## config.mk

```make
export PLATFORM = sky130hd
export DESIGN_NAME = exec_fwd_stage
export DESIGN_NICKNAME = d
export VERILOG_FILES = /design/src/rtl/exs_pkg.sv /design/src/rtl/byp_select.sv /design/src/rtl/byp_mux.sv /design/src/rtl/alu_decode.sv /design/src/rtl/alu_core.sv /design/src/rtl/exec_fwd_stage.sv
export SDC_FILE = /design/constraint.sdc
export NUM_CORES = 1
export LEC_CHECK = 0
export BUFFER_PORTS_ARGS = -buffer_cell sky130_fd_sc_hd__buf_4
export CAP_MARGIN = 20
export CELL_PAD_IN_SITES_DETAIL_PLACEMENT = 0
export CELL_PAD_IN_SITES_GLOBAL_PLACEMENT = 1
export CORE_MARGIN = 5
export CORE_UTILIZATION = 40
export CTS_CLUSTER_SIZE = 16
export DETAILED_ROUTE_END_ITERATION = 12
export PLACE_DENSITY = 0.94
export RECOVER_POWER = 25
export SETUP_SLACK_MARGIN = 0.02
export SLEW_MARGIN = 20
export SYNTH_ARGS = -nofsm -noshare
export SYNTH_HDL_FRONTEND = slang
export SYNTH_SLANG_ARGS = --single-unit
```

## constraint.sdc

```tcl
create_clock -name clk -period 8 [get_ports clk]
set_input_delay 0.8 -clock clk [delete_from_list [all_inputs] [get_ports clk]]
set_output_delay 0.8 -clock clk [all_outputs]
set_load 0.005 [all_outputs]
```

## src/rtl/exs_pkg.sv

```systemverilog
package exs_pkg;

  typedef enum logic [3:0] {
    FN_AND = 4'b0000,
    FN_OR  = 4'b0001,
    FN_ADD = 4'b0010,
    FN_SUB = 4'b0110,
    FN_SLT = 4'b0111
  } alu_fn_e;

  typedef enum logic [1:0] {
    SRC_REG = 2'b00,
    SRC_WB  = 2'b01,
    SRC_MEM = 2'b10
  } byp_sel_e;

  localparam logic [1:0] CLS_ADD   = 2'b00;
  localparam logic [1:0] CLS_SUB   = 2'b01;
  localparam logic [1:0] CLS_FUNCT = 2'b10;

  localparam logic [5:0] FC_ADD = 6'h20;
  localparam logic [5:0] FC_SUB = 6'h22;
  localparam logic [5:0] FC_AND = 6'h24;
  localparam logic [5:0] FC_OR  = 6'h25;
  localparam logic [5:0] FC_SLT = 6'h2A;

endpackage

```

## src/rtl/byp_select.sv

```systemverilog
module byp_select
  import exs_pkg::*;
#(
  parameter int AW      = 5,
  parameter int NUM_SRC = 2
) (
  input  logic [NUM_SRC-1:0][AW-1:0] src_addr,
  input  logic                       mem_we,
  input  logic [AW-1:0]              mem_dst,
  input  logic                       wb_we,
  input  logic [AW-1:0]              wb_dst,
  output logic [NUM_SRC-1:0][1:0]    sel
);

  localparam logic [AW-1:0] ZERO_REG = '0;

  logic mem_live, wb_live;

  assign mem_live = mem_we && (mem_dst != ZERO_REG);
  assign wb_live  = wb_we  && (wb_dst  != ZERO_REG);

  for (genvar g = 0; g < NUM_SRC; g++) begin : g_src
    always_comb begin
      if (mem_live && (mem_dst == src_addr[g])) begin
        sel[g] = SRC_MEM;
      end else if (wb_live && (wb_dst == src_addr[g])) begin
        sel[g] = SRC_WB;
      end else begin
        sel[g] = SRC_REG;
      end
    end
  end

endmodule

```

## src/rtl/byp_mux.sv

```systemverilog
module byp_mux
  import exs_pkg::*;
#(
  parameter int DW = 32
) (
  input  logic [1:0]    sel,
  input  logic [DW-1:0] reg_val,
  input  logic [DW-1:0] mem_val,
  input  logic [DW-1:0] wb_val,
  output logic [DW-1:0] out_val
);

  always_comb begin
    case (sel)
      SRC_MEM: out_val = mem_val;
      SRC_WB:  out_val = wb_val;
      default: out_val = reg_val;
    endcase
  end

endmodule

```

## src/rtl/alu_decode.sv

```systemverilog
module alu_decode
  import exs_pkg::*;
(
  input  logic [1:0] op_class,
  input  logic [5:0] funct,
  output logic [3:0] fn
);

  always_comb begin
    case (op_class)
      CLS_ADD: fn = FN_ADD;
      CLS_SUB: fn = FN_SUB;
      CLS_FUNCT: begin
        case (funct)
          FC_ADD:  fn = FN_ADD;
          FC_SUB:  fn = FN_SUB;
          FC_AND:  fn = FN_AND;
          FC_OR:   fn = FN_OR;
          FC_SLT:  fn = FN_SLT;
          default: fn = FN_ADD;
        endcase
      end
      default: fn = FN_ADD;
    endcase
  end

endmodule

```

## src/rtl/alu_core.sv

```systemverilog
module alu_core
  import exs_pkg::*;
#(
  parameter int DW = 32
) (
  input  logic [DW-1:0] a,
  input  logic [DW-1:0] b,
  input  logic [3:0]    fn,
  output logic [DW-1:0] y
);

  logic lt;

  assign lt = $signed(a) < $signed(b);

  always_comb begin
    case (fn)
      FN_AND:  y = a & b;
      FN_OR:   y = a | b;
      FN_SUB:  y = a - b;
      FN_SLT:  y = {{(DW-1){1'b0}}, lt};
      default: y = a + b;
    endcase
  end

endmodule

```

## src/rtl/exec_fwd_stage.sv

```systemverilog
module exec_fwd_stage
  import exs_pkg::*;
#(
  parameter int DW = 32,
  parameter int AW = 5,
  parameter int IW = 32
) (
  input  logic          clk,
  input  logic          rst,
  input  logic [DW-1:0] rs_val,
  input  logic [DW-1:0] rt_val,
  input  logic [DW-1:0] imm,
  input  logic [IW-1:0] instr,
  input  logic          use_imm,
  input  logic [1:0]    op_class,
  input  logic          mem_we,
  input  logic [AW-1:0] mem_dst,
  input  logic [DW-1:0] mem_val,
  input  logic          wb_we,
  input  logic [AW-1:0] wb_dst,
  input  logic [DW-1:0] wb_val,
  output logic [DW-1:0] res_q,
  output logic [DW-1:0] store_q
);

  localparam int NSRC   = 2;
  localparam int FN_W   = 6;
  localparam int RT_LSB = IW - 6 - 2 * AW;
  localparam int RS_LSB = RT_LSB + AW;

  logic [NSRC-1:0][AW-1:0] src_addr;
  logic [NSRC-1:0][1:0]    sel;
  logic [NSRC-1:0][DW-1:0] reg_vals;
  logic [NSRC-1:0][DW-1:0] opnd;
  logic [FN_W-1:0]         funct;
  logic [3:0]              fn;
  logic [DW-1:0]           alu_b;
  logic [DW-1:0]           alu_y;
  logic                    unused_instr_bits;

  assign src_addr[0] = instr[RS_LSB +: AW];
  assign src_addr[1] = instr[RT_LSB +: AW];
  assign funct       = instr[FN_W-1:0];
  assign reg_vals[0] = rs_val;
  assign reg_vals[1] = rt_val;
  assign unused_instr_bits = ^{instr[IW-1:RS_LSB+AW], instr[RT_LSB-1:FN_W]};

  byp_select #(.AW(AW), .NUM_SRC(NSRC)) u_sel (
    .src_addr (src_addr),
    .mem_we   (mem_we),
    .mem_dst  (mem_dst),
    .wb_we    (wb_we),
    .wb_dst   (wb_dst),
    .sel      (sel)
  );

  for (genvar g = 0; g < NSRC; g++) begin : g_mux
    byp_mux #(.DW(DW)) u_mux (
      .sel     (sel[g]),
      .reg_val (reg_vals[g]),
      .mem_val (mem_val),
      .wb_val  (wb_val),
      .out_val (opnd[g])
    );
  end

  assign alu_b = use_imm ? imm : opnd[1];

  alu_decode u_dec (
    .op_class (op_class),
    .funct    (funct),
    .fn       (fn)
  );

  alu_core #(.DW(DW)) u_alu (
    .a  (opnd[0]),
    .b  (alu_b),
    .fn (fn),
    .y  (alu_y)
  );

  always_ff @(posedge clk) begin
    if (rst) begin
      res_q   <= '0;
      store_q <= '0;
    end else begin
      res_q   <= alu_y;
      store_q <= opnd[1];
    end
  end

endmodule

```

==> results of run 1 <==
[registers in the layout, summed over array words and instances, names as in the netlist]
signal	cells
store_q	32
res_q	32
[power by group]
group / switching, mW / internal (mW)
sequential: 0.0113 / 0.356
clock: 0.176 / 0.276
combinational: 0.488 / 0.345
total: 0.675 / 0.978
[kinds of logic after synthesis]
kind of cell / after synthesis / synth area share (%)
buffers and inverters: 175 / 7.64
AOI/OAI and AO/OA: 406 / 30.1
and+or+nand+nor: 349 / 19.3
muxes: 99 / 11.4
DFF: 64 / 14.6
adders and majority gates: 101 / 14.5
xor gates and xnor gates: 25 / 2.49
[worst max-delay path: stages]
cell and delay, ns:
buf_4 0.11, or4_1 0.10, o21ai_1 0.08, nor4_1 0.51, nand3_2 0.59, buf_4 0.48, nor2_1 0.12, a21oi_1 0.06
mux2i_1 0.27, ha_1 0.48, a21o_1 0.25, a2111oi_0 0.36, o21ai_1 0.15, o41ai_1 0.98, o21ai_1 0.24, a2111oi_0 0.52
a311oi_1 0.09
[layout by cell type, fill, tap and decap left out, drive strengths merged, types with 5 or more instances in the layout]
cell type and count:
a21boi 6, xor2 11, o211a 5, a31o 5
clkbuf 41, nand3 20, a21o 14, nor4 14
o21a 9, nor2 96, a211oi 17, nor3 24
buf 237, inv 102, o21bai 11, dfxtp 64
nand2 98, xnor2 14, nand4 8, nor2b 10
o22ai 7, mux2 7, o31ai 8, or4 5
a221o 11, a31oi 15, ha 99, nand2b 11
a211o 8, or3 8, mux2i 92, o211ai 19
o21ai 91, o221ai 5, a21oi 131, and2 36
[metal layers]
layer  vias up  wire length [microns]  global-route usage (%)
li1       4805                      -                       -
met1      4736                  14000                    32.2
met2       458                  17500                    49.0
met3        88                   2490                    4.24
met4         0                   1820                    13.2
met5         -                      0                       0
[area by class of cell]
class	count	share of cell area [%]
timing repair buffer	269	17.8
tap	280	3.12
clock buffer	9	2.01
sequential	64	11.4
inverter	102	3.41
multi-input combinational	980	61.3
clock inverter	7	0.915
[per-stage QoR]
step                power (mW)  utilization (%)  cell area [sq um]
global route              1.75             51.6              11200
global placement          1.19             50.1              10900
detailed placement        1.20             50.1              10900
CTS                       1.65             51.7              11200
floorplan                0.886                -               8790
finish                    1.65             51.6              11200
[worst paths after layout]
kind	startpoint	endpoint	cells after the start
min	mem_val[14]	store_q[14]$_SDFF_PP0_	4
max	mem_dst[3]	res_q[31]$_SDFF_PP0_	17
==> results.py, run 1 <==
metrics = {
    "status": {
        "outcome": "finished clean",
    },
    "finish": {
        "syn_to_final_growth_pct": 27.6,
        "diodes": 0,
        "drive_above_1_share_pct": 21.9,
        "n_fill_cell": 2165,
        "fin_cells": 1711,
        "multi_input_area_sq_um": 6880,
        "seq_area_sq_um": 1280,
        "finalNetCount": 1736,
    },
    "global_route": {
        "grt_pass1_vias": 9657,
        "grt_max_degree": 65,
        "antenna_found_initial": 0,
        "grt_overflow": 0,
        "grt.total_usage_pct": 27.5,
        "grt_pass1_wl_microns": 53700,
    },
    "timing": {
        "tightest_slew_ns": 1.08,
        "max_freq_mhz": 167,
        "slew_viol_final": 0,
        "hold_viol": 0,
        "timing.setup.tns_ns": 0,
        "fin_crit_ns": 5.99,
        "setup_viol": 0,
        "rsz0062_at_grt": "false",
        "finalWorstSetupSlack_ns": 2.01,
        "fin_crit_sh_pct": 74.9,
        "worst_slew_margin_rel_pct": 27.1,
        "whs_ns": 0.866,
    },
    "drt": {
        "route.detailed.drc": 0,
        "antenna_left": 0,
        "num_vias": 10087,
        "first_iter_violations": 683,
        "drt_first_pass_iters": 5,
        "drt-wirelength-per-cell_microns": 20.9,
        "routed_wl_microns": 35800,
        "vias_per_cell": 5.90,
    },
    "job": {
        "maxCapViolCount": 0,
    },
    "die": {
        "die-area_sq_um": 25000,
        "core_area_sq_um": 21800,
        "die_y_microns": 158,
        "rows": 54,
        "io_pins": 273,
        "initial_core_util_pct": 40.4,
        "die_w_microns": 158,
    },
    "clock_network": {
        "cts_tree": "built",
        "htreeDepth": 3,
        "clk_pin_slew_ns": 0.06,
        "cts_buffers": 9,
        "cts_sinks": 64,
        "ctsHoldBuffers": 0,
        "root_buffer": "clkbuf_16",
        "post_cts_buffers": 0,
        "post_cts_resize_count": 0,
        "clockBufferDepth": 2,
    },
    "yosys": {
        "synth.avg_cell_area_sq_um": 7.21,
        "ys_ff_latch": 64,
        "netlist_area_sq_um": 8790,
        "synth_nets": 1529,
        "ys.flop_type": "dfxtp_1",
        "ys_top_cells_by_count": "a21oi_1, ha_1, nand2_1",
        "synth_cells": 1219,
        "async_flop_share_pct": 0,
        "synth.most_common_cell": "a21oi_1",
        "yosysTopAreaCellShare_pct": 14.6,
        "synth_top_cell_by_area": "dfxtp_1",
        "ys_types": 81,
        "yosys_warnings": 0,
        "seq_area_frac_synth_pct": 14.6,
        "synth_edf_count": 0,
        "synth.top_cells.by_area": "dfxtp_1, ha_1, mux2i_1, a21oi_1, nand2_1",
    },
    "worst_setup_path": {
        "required_ns": 8.21,
        "cp_max_fo": 34,
        "crit_arrival_ns": 6.20,
        "end_kind": "register",
        "worstSetupPathType": "input port to register",
        "worstSetupStartpointType": "input port",
    },
    "worst_hold_path": {
        "hp-class": "input port to register",
    },
    "power": {
        "cellLeakagePower_nw": 5.02,
        "pwr_density_cell_nw_per_um2": 147,
        "max-vdd-ir-drop_mv": 0.103,
    },
    "placed_design": {
        "dp_slack_ns": 1.77,
        "numPortBuffers": 256,
        "place_congestion": 0.945,
        "dp_cells": 1695,
        "hpwl_microns": 28100,
    },
}
No activity file was read; power rests on OpenSTA's default activity.
==> inputs of run 2 (changes only) <==
--- a/config.mk
+++ b/config.mk
@@ -10,10 +10,10 @@
 export CELL_PAD_IN_SITES_DETAIL_PLACEMENT = 0
 export CELL_PAD_IN_SITES_GLOBAL_PLACEMENT = 1
 export CORE_MARGIN = 5
-export CORE_UTILIZATION = 40
+export CORE_UTILIZATION = 38
 export CTS_CLUSTER_SIZE = 16
 export DETAILED_ROUTE_END_ITERATION = 12
-export PLACE_DENSITY = 0.94
+export PLACE_DENSITY = 0.9
 export RECOVER_POWER = 25
 export SETUP_SLACK_MARGIN = 0.02
 export SLEW_MARGIN = 20
==> constraint.sdc (replaced) <==
create_clock -name clk -period 6.3 [get_ports clk]
set_input_delay 0.63 -clock clk [delete_from_list [all_inputs] [get_ports clk]]
set_output_delay 0.63 -clock clk [all_outputs]
set_load 0.005 [all_outputs]
==> run 2 against run 1 <==
Critical path depth rose by 2. Utilization fell by 1.9 points. Setup slack got worse by 1.1 ns. Final cell count rose by 0.70%. Count of clock-buffer cells in the layout did not move. Hold slack got worse by 0.19 ns.
==> results.py, run 2 (synthesis results as in run 1) <==
metrics = {
    "die": {
        "io_pins": 273,
        "rows": 55,
        "die_y_microns": 162,
        "core_area_sq_um": 22700,
        "die_w_microns": 162,
        "initial_core_util_pct": 38.7,
        "die-area_sq_um": 26300,
    },
    "timing": {
        "max_freq_mhz": 185,
        "fin_crit_ns": 5.40,
        "slew_viol_final": 0,
        "timing.setup.tns_ns": 0,
        "fin_crit_sh_pct": 85.7,
        "hold_viol": 0,
        "worst_slew_margin_rel_pct": 25.5,
        "finalWorstSetupSlack_ns": 0.898,
        "setup_viol": 0,
        "rsz0062_at_grt": "false",
        "tightest_slew_ns": 1.12,
        "whs_ns": 0.681,
    },
    "power": {
        "cellLeakagePower_nw": 5.05,
        "p_seq_share_pct": 22.0,
        "total_power_mw": 2.11,
        "pwr_density_cell_nw_per_um2": 188,
        "p_int_mw": 1.25,
        "max-vdd-ir-drop_mv": 0.135,
        "pwr-share-comb_pct": 50.4,
        "power.switching_uw": 868,
        "switching_share_pct": 41.1,
        "clock_power_share_pct": 27.6,
    },
    "placed_design": {
        "dp_cells": 1707,
        "dp_slack_ns": 0.675,
        "numPortBuffers": 256,
        "hpwl_microns": 28100,
        "dpl-instance-area_sq_um": 11000,
        "place_congestion": 0.957,
    },
    "clock_network": {
        "htreeDepth": 3,
        "clockBufferDepth": 2,
        "root_buffer": "clkbuf_16",
        "cts_sinks": 64,
        "cts_tree": "built",
        "cts_buffers": 9,
        "post_cts_buffers": 0,
        "clk_pin_slew_ns": 0.06,
        "ctsHoldBuffers": 0,
        "post_cts_resize_count": 0,
    },
    "global_route": {
        "grtUsageMet2_pct": 47.6,
        "antenna_found_initial": 1,
        "grt_overflow": 0,
        "use_met1_pct": 31.3,
        "grt_pass1_wl_microns": 54800,
        "met3_usage_pct": 4.21,
        "grt_pass1_vias": 9869,
        "grt.busiest_layer": "met2",
        "grt_max_degree": 41,
        "grt.total_usage_pct": 26.2,
    },
    "worst_setup_path": {
        "critical_path_buf_inv_count": 3,
        "path_common_cell": "buf_4",
        "cp_slowest_cell": "nor4_1",
        "cp_slowest_stage_delay_ns": 0.74,
        "cp_top_family": "simple AND/OR/NAND/NOR gates",
        "worstSetupPathType": "input port to register",
        "cp_max_fo": 25,
        "crit_chain": "buf_4 -> or4_1 -> o21ai_1 -> nor4_1 -> nand3_2 -> buf_4 -> buf_4 -> nor2_1 -> a21oi_1 -> mux2i_1 -> ha_1 -> nor4_1 -> nand2_1 -> nor3_1 -> nand3_1 -> o211ai_1 -> or3_1 -> a21oi_1 -> o31a_1",
        "worstSetupStartpointType": "input port",
        "end_kind": "register",
        "crit_arrival_ns": 5.64,
        "required_ns": 6.54,
    },
    "finish": {
        "layout_commonest_cell": "buf_4",
        "drive_above_1_share_pct": 21.9,
        "most-common-layout-cells": "buf_4, a21oi_1, ha_1",
        "fin_cells": 1723,
        "finalNetCount": 1743,
        "top_regs": "res_q x32, store_q x32",
        "n_fill_cell": 2329,
        "stdcell_area_sq_um": 11300,
        "utilization_pct": 49.6,
        "syn_to_final_growth_pct": 28.2,
        "diodes": 0,
    },
    "status": {
        "outcome": "finished clean",
    },
    "drt": {
        "antenna_left": 0,
        "num_vias": 10031,
        "drt_first_pass_iters": 6,
        "route.detailed.drc": 0,
        "drt-wirelength-per-cell_microns": 20.7,
        "vias_per_cell": 5.82,
        "routed_wl_microns": 35600,
        "first_iter_violations": 741,
    },
    "worst_hold_path": {
        "hp-class": "input port to register",
    },
    "job": {
        "maxCapViolCount": 0,
    },
}
run 2: worst min-delay path: cells and delay by family:
| family | cells | cell delay (ns) |
|---|---|---|
| and+or+nand+nor | 2 | 0.16 |
| buffers and inverters | 1 | 0.08 |
| AOI/OAI and AO/OA | 1 | 0.13 |
run 2: path summary, 6_finish.rpt:
check                 cells after the start  slack (ns)   startpoint                      to
worst max-delay path                     19        0.90   mem_dst[4]    res_q[28]$_SDFF_PP0_
worst min-delay path                      4        0.68  mem_val[10]  store_q[10]$_SDFF_PP0_
run 2: layout make-up:
cell class	count	area, sq um	area share (%)
Multi-Input combinational cell	980	6880	61.0
Inverter	102	383	3.40
Timing Repair Buffer	276	2050	18.2
Sequential cell	64	1280	11.4
Clock inverter	7	103	0.910
Tap cell	285	357	3.16
Clock buffer	9	225	2.00
run 2: routing by layer:
layer / share of wire, % / wire length (microns)
met1: 40 / 14200
met2: 50 / 17800
met3: 6.8 / 2440
met4: 3.3 / 1180
met5: 0 / 0
run 2: power by group through the flow:
stage | logic, mW | clock network [mW] | registers, mW
floorplan | 0.645 | 0 | 0.480
global placement | 1.04 | 0 | 0.476
detailed placement | 1.05 | 0 | 0.475
CTS | 1.06 | 0.586 | 0.466
global route | 1.16 | 0.602 | 0.470
finish | 1.07 | 0.583 | 0.465
